`src/rtl/wdog_pkg.sv`:
```
package wdog_pkg;

   typedef enum logic [1:0] {
      SRC_SYS  = 2'b00,
      SRC_SLOW = 2'b01,
      SRC_RSV2 = 2'b10,
      SRC_RSV3 = 2'b11
   } wdog_src_e;

   typedef struct packed {
      logic      on;
      logic      act_nmi;
      wdog_src_e src;
      logic [1:0] per;
   } wdog_ctl_t;

   localparam int unsigned POS_ON   = 7;
   localparam int unsigned POS_ACT  = 6;
   localparam int unsigned POS_SRC  = 3;
   localparam int unsigned POS_PER  = 0;

   function automatic wdog_ctl_t ctl_decode(input logic [7:0] b);
      wdog_ctl_t c;
      c.on      = b[POS_ON];
      c.act_nmi = b[POS_ACT];
      c.src     = wdog_src_e'(b[POS_SRC +: 2]);
      c.per     = b[POS_PER +: 2];
      return c;
   endfunction

endpackage

```
`src/rtl/wdog_tick_sync.sv`:
```
module wdog_tick_sync #(
   parameter int unsigned STAGES = 2
) (
   input  logic clk,
   input  logic rst_n,
   input  logic tick_in,
   output logic tick_rise
);
   logic [STAGES-1:0] sync_q;
   logic              prev_q;

   genvar gi;
   generate
      for (gi = 0; gi < STAGES; gi++) begin : g_stage
         if (gi == 0) begin : g_first
            always_ff @(posedge clk or negedge rst_n) begin
               if (!rst_n) sync_q[gi] <= 1'b0;
               else        sync_q[gi] <= tick_in;
            end
         end else begin : g_next
            always_ff @(posedge clk or negedge rst_n) begin
               if (!rst_n) sync_q[gi] <= 1'b0;
               else        sync_q[gi] <= sync_q[gi-1];
            end
         end
      end
   endgenerate

   always_ff @(posedge clk or negedge rst_n) begin
      if (!rst_n) prev_q <= 1'b0;
      else        prev_q <= sync_q[STAGES-1];
   end

   assign tick_rise = sync_q[STAGES-1] & ~prev_q;
endmodule

```
`src/rtl/wdog_kick_seq.sv`:
```
module wdog_kick_seq #(
   parameter logic [7:0] ARM_VAL  = 8'hA5,
   parameter logic [7:0] FIRE_VAL = 8'h5A
) (
   input  logic       clk,
   input  logic       rst_n,
   input  logic       kick_wr,
   input  logic [7:0] kick_data,
   output logic       kick_clr
);
   logic armed_q;

   assign kick_clr = kick_wr & armed_q & (kick_data == FIRE_VAL);

   always_ff @(posedge clk or negedge rst_n) begin
      if (!rst_n)       armed_q <= 1'b0;
      else if (kick_wr) armed_q <= (kick_data == ARM_VAL);
   end
endmodule

```
`src/rtl/wdog_counter.sv`:
```
module wdog_counter #(
   parameter int unsigned EXP0 = 18,
   parameter int unsigned EXP1 = 22,
   parameter int unsigned EXP2 = 25,
   parameter int unsigned EXP3 = 27,
   localparam int unsigned CNT_W = EXP3
) (
   input  logic       clk,
   input  logic       rst_n,
   input  logic       run,
   input  logic       clr,
   input  logic [1:0] per,
   output logic       fire
);
   localparam logic [CNT_W-1:0] TERM0 = CNT_W'((64'd1 << EXP0) - 64'd1);
   localparam logic [CNT_W-1:0] TERM1 = CNT_W'((64'd1 << EXP1) - 64'd1);
   localparam logic [CNT_W-1:0] TERM2 = CNT_W'((64'd1 << EXP2) - 64'd1);
   localparam logic [CNT_W-1:0] TERM3 = CNT_W'((64'd1 << EXP3) - 64'd1);

   logic [CNT_W-1:0] cnt_q;
   logic [CNT_W-1:0] term;

   always_comb begin
      unique case (per)
         2'd0:    term = TERM0;
         2'd1:    term = TERM1;
         2'd2:    term = TERM2;
         default: term = TERM3;
      endcase
   end

   assign fire = run & ~clr & (cnt_q == term);

   always_ff @(posedge clk or negedge rst_n) begin
      if (!rst_n)           cnt_q <= '0;
      else if (clr || fire) cnt_q <= '0;
      else if (run)         cnt_q <= cnt_q + 1'b1;
   end
endmodule

```
`src/rtl/wdog_guard.sv`:
```
module wdog_guard
   import wdog_pkg::*;
#(
   parameter int unsigned EXP0        = 18,
   parameter int unsigned EXP1        = 22,
   parameter int unsigned EXP2        = 25,
   parameter int unsigned EXP3        = 27,
   parameter int unsigned RST_HOLD    = 16,
   parameter int unsigned SYNC_STAGES = 2,
   parameter logic [7:0]  KICK_ARM    = 8'hA5,
   parameter logic [7:0]  KICK_FIRE   = 8'h5A
) (
   input  logic       clk,
   input  logic       rst_ext_n,
   input  logic       rst_wdog_n,
   input  logic       reg_wr,
   input  logic [7:0] reg_wdata,
   output logic [7:0] reg_rdata,
   input  logic       kick_wr,
   input  logic [7:0] kick_data,
   input  logic       slow_tick,
   output logic       nmi_req,
   output logic       cpu_rst_req
);
   localparam int unsigned HOLD_W = $clog2(RST_HOLD + 1);

   generate
      if (EXP0 < 1 || !(EXP0 < EXP1 && EXP1 < EXP2 && EXP2 < EXP3) || EXP3 > 32)
      begin : g_bad_exp
         $error("wdog_guard: period exponents must rise strictly and stay within 1..32");
      end
      if (RST_HOLD < 1 || (64'd1 << EXP0) < 64'(RST_HOLD)) begin : g_bad_hold
         $error("wdog_guard: RST_HOLD must be at least 1 and no longer than the shortest period");
      end
      if (SYNC_STAGES < 2) begin : g_bad_sync
         $error("wdog_guard: SYNC_STAGES must be at least 2");
      end
      if (KICK_ARM == KICK_FIRE) begin : g_bad_kick
         $error("wdog_guard: restart values must differ");
      end
   endgenerate

   logic rst_any_n;
   assign rst_any_n = rst_ext_n & rst_wdog_n;

   wdog_ctl_t ctl_q;
   wdog_ctl_t ctl_wr;
   logic      flag_q;
   logic      nmi_q;
   logic [HOLD_W-1:0] hold_q;
   logic      tick_rise;
   logic      kick_clr;
   logic      tick_ok;
   logic      run;
   logic      fire;

   assign ctl_wr = ctl_decode(reg_wdata);

   always_ff @(posedge clk or negedge rst_any_n) begin
      if (!rst_any_n) begin
         ctl_q <= '{on: 1'b0, act_nmi: 1'b0, src: SRC_SYS, per: 2'b00};
      end else if (reg_wr) begin
         ctl_q.on      <= ctl_q.on | ctl_wr.on;
         ctl_q.act_nmi <= ctl_wr.act_nmi;
         ctl_q.src     <= ctl_wr.src;
         ctl_q.per     <= ctl_wr.per;
      end
   end

   wdog_tick_sync #(.STAGES(SYNC_STAGES)) i_sync (
      .clk       (clk),
      .rst_n     (rst_any_n),
      .tick_in   (slow_tick),
      .tick_rise (tick_rise)
   );

   wdog_kick_seq #(.ARM_VAL(KICK_ARM), .FIRE_VAL(KICK_FIRE)) i_kick (
      .clk       (clk),
      .rst_n     (rst_any_n),
      .kick_wr   (kick_wr),
      .kick_data (kick_data),
      .kick_clr  (kick_clr)
   );

   always_comb begin
      unique case (ctl_q.src)
         SRC_SYS:  tick_ok = 1'b1;
         SRC_SLOW: tick_ok = tick_rise;
         default:  tick_ok = 1'b0;
      endcase
   end

   assign run = ctl_q.on & tick_ok;

   wdog_counter #(.EXP0(EXP0), .EXP1(EXP1), .EXP2(EXP2), .EXP3(EXP3)) i_cnt (
      .clk   (clk),
      .rst_n (rst_any_n),
      .run   (run),
      .clr   (kick_clr),
      .per   (ctl_q.per),
      .fire  (fire)
   );

   always_ff @(posedge clk or negedge rst_ext_n) begin
      if (!rst_ext_n) flag_q <= 1'b0;
      else if (fire)  flag_q <= 1'b1;
   end

   always_ff @(posedge clk or negedge rst_any_n) begin
      if (!rst_any_n) nmi_q <= 1'b0;
      else            nmi_q <= fire & ctl_q.act_nmi;
   end

   always_ff @(posedge clk or negedge rst_ext_n) begin
      if (!rst_ext_n)                  hold_q <= '0;
      else if (fire && !ctl_q.act_nmi) hold_q <= HOLD_W'(RST_HOLD);
      else if (hold_q != '0)           hold_q <= hold_q - 1'b1;
   end

   assign nmi_req     = nmi_q;
   assign cpu_rst_req = (hold_q != '0);
   assign reg_rdata   = {ctl_q.on, ctl_q.act_nmi, flag_q, ctl_q.src, 1'b0, ctl_q.per};
endmodule

```
`config.mk`:
```
export PLATFORM = sky130hd
export DESIGN_NAME = wdog_guard
export DESIGN_NICKNAME = d
export VERILOG_FILES = /design/src/rtl/wdog_pkg.sv /design/src/rtl/wdog_tick_sync.sv /design/src/rtl/wdog_kick_seq.sv /design/src/rtl/wdog_counter.sv /design/src/rtl/wdog_guard.sv
export SDC_FILE = /design/constraint.sdc
export NUM_CORES = 1
export LEC_CHECK = 0
export ABC_AREA = 1
export BUFFER_PORTS_ARGS = -buffer_cell sky130_fd_sc_hd__clkbuf_2
export CAP_MARGIN = 25
export CORE_MARGIN = 4
export CORE_UTILIZATION = 27
export CTS_CLUSTER_SIZE = 10
export DETAILED_ROUTE_END_ITERATION = 12
export PLACE_DENSITY = 0.52
export SYNTH_ARGS = -nofsm -noshare
export SYNTH_HDL_FRONTEND = slang
export SYNTH_SLANG_ARGS = --single-unit
```
`constraint.sdc`:
```
create_clock -name clk -period 2.5 [get_ports clk]
set_input_delay 0.5 -clock clk [delete_from_list [all_inputs] [get_ports clk]]
set_output_delay 0.5 -clock clk [all_outputs]
set_load 0.01 [all_outputs]
```
==> results.md, run 1 <==
- H-tree depth: 2
- GRT Total Usage: a little over a tenth
- Post-CTS Repair Setup Buffers: 0
- RSZ-0062 raised after global routing: false
- Hpwl dp: 4416 µm
- Largest net degree at the start of global routing: 39
- IO Pins: 32
- Crit path DAT: 1.34 ns
- Fillers: between 1000 and 1500
- DRC marker count from the first detailed-route iteration: roughly 110
- CTS buffer count: 5
- Part of the power in registers: 46.0%
- Crit-path max FO: 5
- Fin Setup TNS: 0 ns
- Crit path time final: 1.840 ns
- Synth top area share: 41.04%
- Routed WL per cell: 11.31 µm
- Seq/Total Area, Yosys: 41.04%
- Dpl ws: 0.6956 ns
- Die Span X: 107.7 µm
- CP Data Required Time: 2.00 ns
- Ant. Diodes: 0
- Skew-Pair Late Insertion Delay: 0.30 ns
- VDD IR max: between 0.2 and 0.3 mV
- Most frequent cells in the layout: 94 x nand2_1, 55 x nor2_1, 44 x dfrtp_1
- Row count: 36
- Antenna viol nets, final: 0
- Ys Warns: 0
- Core ar.: between 9000 and 10000 µm²
- Switching share of power: 33.27%
- Die ar.: 11590 µm²
- Post-Syn Nets: 382
- CTS resizes: 0
- Met3 GRT Util: under 10%
- Pwr dens: 720.8 nW/µm²
- Routed vias: 2258
- IO buf count: 28
- First-pass GRT wire length: 9715 µm
- Tcrit/Tclk final: 73.62%
- Int Power: around 1500 µW
- Setup violations, final: 0
- Total gr overflow: 0
- DR pass1 iterations: 4
- Clock sink total: 44
- Seq cells post-synth: 44
- Initial antenna violation count: 0
- Share of post-route cells with drive strength above 1: 17.83%
- Main area contributors after synthesis: dfrtp_1 41%, nand2_1 13%, nor2_1 7.7%
- Post-Route WL: 5879 µm
- GR peak layer: met2
- P_sw: between 700 and 800 µW
- Starting density of the core: approximately 28%
- Routing usage on met1: approximately 15%
- Die Y: 107.7 µm
- Syn Std Cell Area: 2683 µm²
- Post-CTS Hold Fix Bufs: 0
- Clock network power share: 27.5%
- Clk slew on worst S/H paths: 0.08 ns
- Root buffer cell: clkbuf_8
- Worst setup margin: 0.6596 ns
- Area grow syn2layout: 14.41%
- Worst hold-check path type: in2async
- Syn avg cell area: 7.514 µm²
- Count of cell types in the netlist: 32
- Via density per instance: 4.342
- DRC: 0
- GR Util met2: between 10% and 20%
- Clk_skew: 0.004778 ns
- Max-slew violations: 0
- Leakage: 0.001401 µW
- Vias in the first global route: 2069
- Outcome: complete, no violations
- Gate power share: a little over a quarter
- Final Hold Fails: 0
- Commonest non-fill, non-tap cell in the layout: nand2_1
- Max Fclk: 543.3 MHz
- Max Cap Viol: 0
- Fin nets: between 400 and 500
- Critical path capture point type: primary output
- Crit start category: flip-flop
- CTS tree: done
- Post-Syn Instances: roughly 360
- Final GP Congestion: 0.8232
- Clock Tree Buf Depth: 2
- Leading area contributor after synthesis: dfrtp_1
- Setup CP Type: reg2out
==> logic make-up after synthesis <==
group	after synthesis	synth area share, %
AND/OR/NAND/NOR	222	37.73
buffers and inverters	46	8.209
flip-flops	44	41.04
AO/OA/AOI/OAI	20	4.385
XOR/XNOR	18	5.877
adder cells (fa/ha/maj)	3	1.399
multiplexers	3	1.213
other	1	0.1398
==> power by group through the flow <==
| stage | clock, µW | sequential (µW) | combinational [µW] |
|---|---|---|---|
| 2_1_floorplan | 0 | 990 | 478 |
| 3_5_place_dp | 0 | 1030 | 591 |
| 3_3_place_gp | 0 | 1030 | 578 |
| 4_1_cts | 632 | 1020 | 593 |
| 5_1_grt | 655 | 1040 | 676 |
| 6_report | 608 | 1020 | 586 |
==> final timing paths <==
check	slack, ns	to	from	depth (start not counted)
worst max-delay path	0.66	cpu_rst_req	hold_q[0]$_DFFE_PN0P_	4
worst min-delay path	0.01	hold_q[4]$_DFFE_PN0P_	rst_ext_n	1
worst max register to register	0.70	i_cnt.cnt_q[23]$_DFFE_PN0P_	i_cnt.cnt_q[0]$_DFFE_PN0P_	10
worst min register to register	0.36	i_sync.sync_q[1]$_DFF_PN0_	i_sync.sync_q[0]$_DFF_PN0_	0
max in group asynchronous	1.69	i_kick.armed_q$_DFFE_PN0P_	rst_ext_n	4
min in group clk	0.30	i_sync.sync_q[0]$_DFF_PN0_	slow_tick	1
==> critical path, stage by stage (launching register included) <==
cell	delay [ns]
dfrtp_1	0.38
inv_1	0.11
ha_1	0.17
nand3_1	0.19
clkbuf_2	0.19
==> stage by stage <==
| stage | std cells | utilization [%] | total power (µW) | hold WS [ns] | area, µm² |
|---|---|---|---|---|---|
| after floorplan | 357 | - | 1468 | 0.2044 | 2683 |
| after global placement | 512 | 30.25 | 1607 | 0.3392 | 2943 |
| after detailed placement | 512 | 30.25 | 1619 | 0.3386 | 2943 |
| after CTS | 520 | 31.55 | 2241 | 0.008368 | 3069 |
| after global routing | 520 | 31.55 | 2374 | 0.008171 | 3069 |
| final | 520 | 31.55 | 2212 | 0.01492 | 3069 |
==> layout make-up <==
| cell class | count | area [µm²] | share of cell area [%] |
|---|---|---|---|
| well taps | 133 | 166.4 | 5.422 |
| repair buffers | 31 | 175.2 | 5.707 |
| flip-flops and latches | 44 | 1101 | 35.87 |
| clock buffers | 7 | 96.34 | 3.139 |
| inverters | 37 | 138.9 | 4.525 |
| clock inverters | 1 | 30.03 | 0.9784 |
| multi-input cells | 267 | 1361 | 44.35 |
==> Yosys cell counts, drive strengths merged <==
cell type and n:
a21boi 1, a21oi 5, buf 8, clkbuf 1, clkinv 1, conb 1
dfrtp 44, ha 3, inv 36, mux2 2, mux2i 1, nand2 98
nand3 26, nand3b 2, nand4 11, nor2 78, nor3 3, nor4 2
o211ai 1, o21ai 8, o21bai 5, or2 1, or3 1, xnor2 6
xor2 12
==> flip-flops by register name (all words and copies together) (netlist names) <==
signal,count
i_sync.sync_q,2
i_sync.prev_q,1
flag_q,1
hold_q,5
i_kick.armed_q,1
reg_rdata,6
nmi_req,1
i_cnt.cnt_q,27
==> metal layers <==
metal  wire (µm)  part of all wire [%]
met1        2946                    50
met2        2631                    45
met3         224                   3.8
met4          76                   1.3
met5           0                     0
No activity file was read; power rests on OpenSTA's default activity.
==> inputs of run 2 (changes only) <==
--- a/config.mk
+++ b/config.mk
@@ -12,7 +12,7 @@
 export CORE_UTILIZATION = 27
 export CTS_CLUSTER_SIZE = 10
 export DETAILED_ROUTE_END_ITERATION = 12
-export PLACE_DENSITY = 0.52
+export PLACE_DENSITY = 0.54
 export SYNTH_ARGS = -nofsm -noshare
 export SYNTH_HDL_FRONTEND = slang
 export SYNTH_SLANG_ARGS = --single-unit
==> constraint.sdc (replaced) <==
create_clock -name clk -period 1.5 [get_ports clk]
set_input_delay 0.3 -clock clk [delete_from_list [all_inputs] [get_ports clk]]
set_output_delay 0.3 -clock clk [all_outputs]
set_load 0.01 [all_outputs]
==> results.md, run 2 (synthesized netlist as in run 1, its figures left out) <==
- Outcome: finished with violations
- Failing checks: setup timing
- DR pass1 iterations: 4
- Hpwl dp: 4722 µm
- Final GP Congestion: 0.8085
- Initial antenna violation count: 0
- Most frequent cells in the layout: 89 x nand2_1, 51 x buf_4, 45 x nor2_1
- Leakage: 0.001680 µW
- Dpl ws: -0.1237 ns
- Crit path DAT: 1.76 ns
- Reg2reg path depth: 11
- Clk_skew: 0.009341 ns
- Worst setup path start: i_cnt.cnt_q[0]$_DFFE_PN0P_
- CTS tree: done
- Tcrit/Tclk final: 104.2%
- Clock sink total: between 40 and 50
- Share of post-route cells with drive strength above 1: 34.32%
- Max-slew violations: 0
- VDD IR max: 0.3847 mV
- Gate power share: 39.5%
- Largest net degree at the start of global routing: 39
- Die Y: roughly 110 µm
- Die Span X: between 100 and 150 µm
- Root buffer cell: clkbuf_8
- P_sw: 1430 µW
- Die ar.: 11590 µm²
- Sequential Area: 1101 µm²
- Worst setup margin: -0.06268 ns
- Area grow syn2layout: 36.52%
- H-tree depth: 2
- IO buf count: 28
- Int Power: 2571 µW
- Starting density of the core: 27.57%
- Max Fclk: about 640 MHz
- Max Cap Viol: 0
- Total gr overflow: 0
- Part of the power in registers: 42.0%
- Clock network power share: 18.4%
- Fillers: roughly 1000
- Crit path time final: 1.563 ns
- Skew-Pair Late Insertion Delay: 0.31 ns
- Routed WL per cell: ~12 µm
- Worst hold-check path type: in2async
- Pwr dens: 1093 nW/µm²
- First-pass GRT wire length: 11210 µm
- Clk slew on worst S/H paths: around 0.09 ns
- Post-Route WL: 6654 µm
- Vias in the first global route: 2392
- Switching share of power: 35.73%
- Reg2reg start: i_cnt.cnt_q[0]$_DFFE_PN0P_
- GRT Total Usage: 12.16%
- Core ar.: just under 10000 µm²
- Setup CP Type: reg2reg
- Critical path capture point type: flip-flop
- Fin Hold WS: 0.05299 ns
- Overall power: 4001 µW
- CTS buffer count: 5
- Clock Tree Buf Depth: 2
- Row count: 36
- Routed vias: 2468
- DRC: 0
- Fin nets: 465
- Setup violations, final: 27
- DRC marker count from the first detailed-route iteration: roughly 110
- Crit-path max FO: 13
- Via density per instance: 4.307
- IO Pins: 32
- Crit start category: flip-flop
- RSZ-0062 raised after global routing: true
- Multi-input gate area in the final layout: 1534 µm²
- Biggest register: i_cnt.cnt_q
- Antenna viol nets, final: 0
- Commonest non-fill, non-tap cell in the layout: nand2_1
- Final Hold Fails: 0
- CP Data Required Time: 1.69 ns
- Max FFs per register: 27
- Ant. Diodes: 0
[run 2: cell count changes in the layout (fill, tap and decap cells not counted), sizes merged]
cell,change
buf,+54
dlygate4sd3,+1
clkinvlp,+1
clkbuf,-3
bufinv,-1
clkinv,+1
[run 2: what timing repair did]
| item | in CTS | in global routing |
|---|---|---|
| pin swaps | 4 | 8 |
| hold buffers | 1 | 0 |
| gates cloned | 1 | 0 |
| endpoints found under the setup margin | 34 | 34 |
| buffers inserted | 7 | 11 |
| hold endpoints to repair | 6 | 0 |
| gates resized for setup | 27 | 23 |
[run 2: through the flow]
stage / TNS [ns] / cell area [µm²] / std cells / utilization, %
2_1_floorplan: 0 / 2683 / 357 / -
3_3_place_gp: -3.226 / 3223 / 546 / 33.13
3_5_place_dp: -3.144 / 3223 / 546 / 33.13
4_1_cts: -1.448 / 3500 / 562 / 35.97
5_1_grt: -4.109 / 3662 / 573 / 37.64
6_report: -1.268 / 3662 / 573 / 37.64
[run 2: path summary, 6_finish.rpt]
check,slack [ns],endpoint
max in group asynchronous,0.55,i_cnt.cnt_q[2]$_DFFE_PN0P_
max reg2reg,-0.06,i_cnt.cnt_q[8]$_DFFE_PN0P_
min reg2reg,0.35,i_sync.sync_q[1]$_DFF_PN0_
min,0.05,nmi_req$_DFF_PN0_
min in group clk,0.11,i_sync.sync_q[0]$_DFF_PN0_
max,-0.06,i_cnt.cnt_q[8]$_DFFE_PN0P_
[run 2: critical path: stages (launching register included)]
cell,delay [ns]
dfrtp_1,0.40
ha_4,0.16
nand3_4,0.10
inv_4,0.08
nand2_4,0.06
inv_2,0.05
nand2_2,0.05
nor2_2,0.09
nand3_2,0.10
nand2_4,0.15
buf_12,0.16
nor2_2,0.04
[run 2: metal layers]
layer | vias up | track usage [%] | share of wire, %
li1 | 1279 | - | -
met1 | 1144 | 15.33 | 44
met2 | 35 | 20.25 | 50
met3 | 10 | 2.220 | 2.9
met4 | 0 | 5.320 | 2.6
met5 | - | 0 | 0
[run 2: final cells by class]
type                            count  share of cell area (%)
Clock inverter                      2                  0.3416
Multi-Input combinational cell    267                   41.89
Tap cell                          133                   4.544
Inverter                           37                   3.861
Timing Repair Buffer               85                   17.42
Clock buffer                        5                   1.879
Sequential cell                    44                   30.07
[run 2: power by group through the flow]
stage / logic (µW) / clock network (µW) / registers, µW
floorplan: 796 / 0 / 1650
global placement: 1210 / 0 / 1660
detailed placement: 1240 / 0 / 1660
finish: 1580 / 738 / 1680
CTS: 1400 / 773 / 1660
global route: 1790 / 811 / 1710
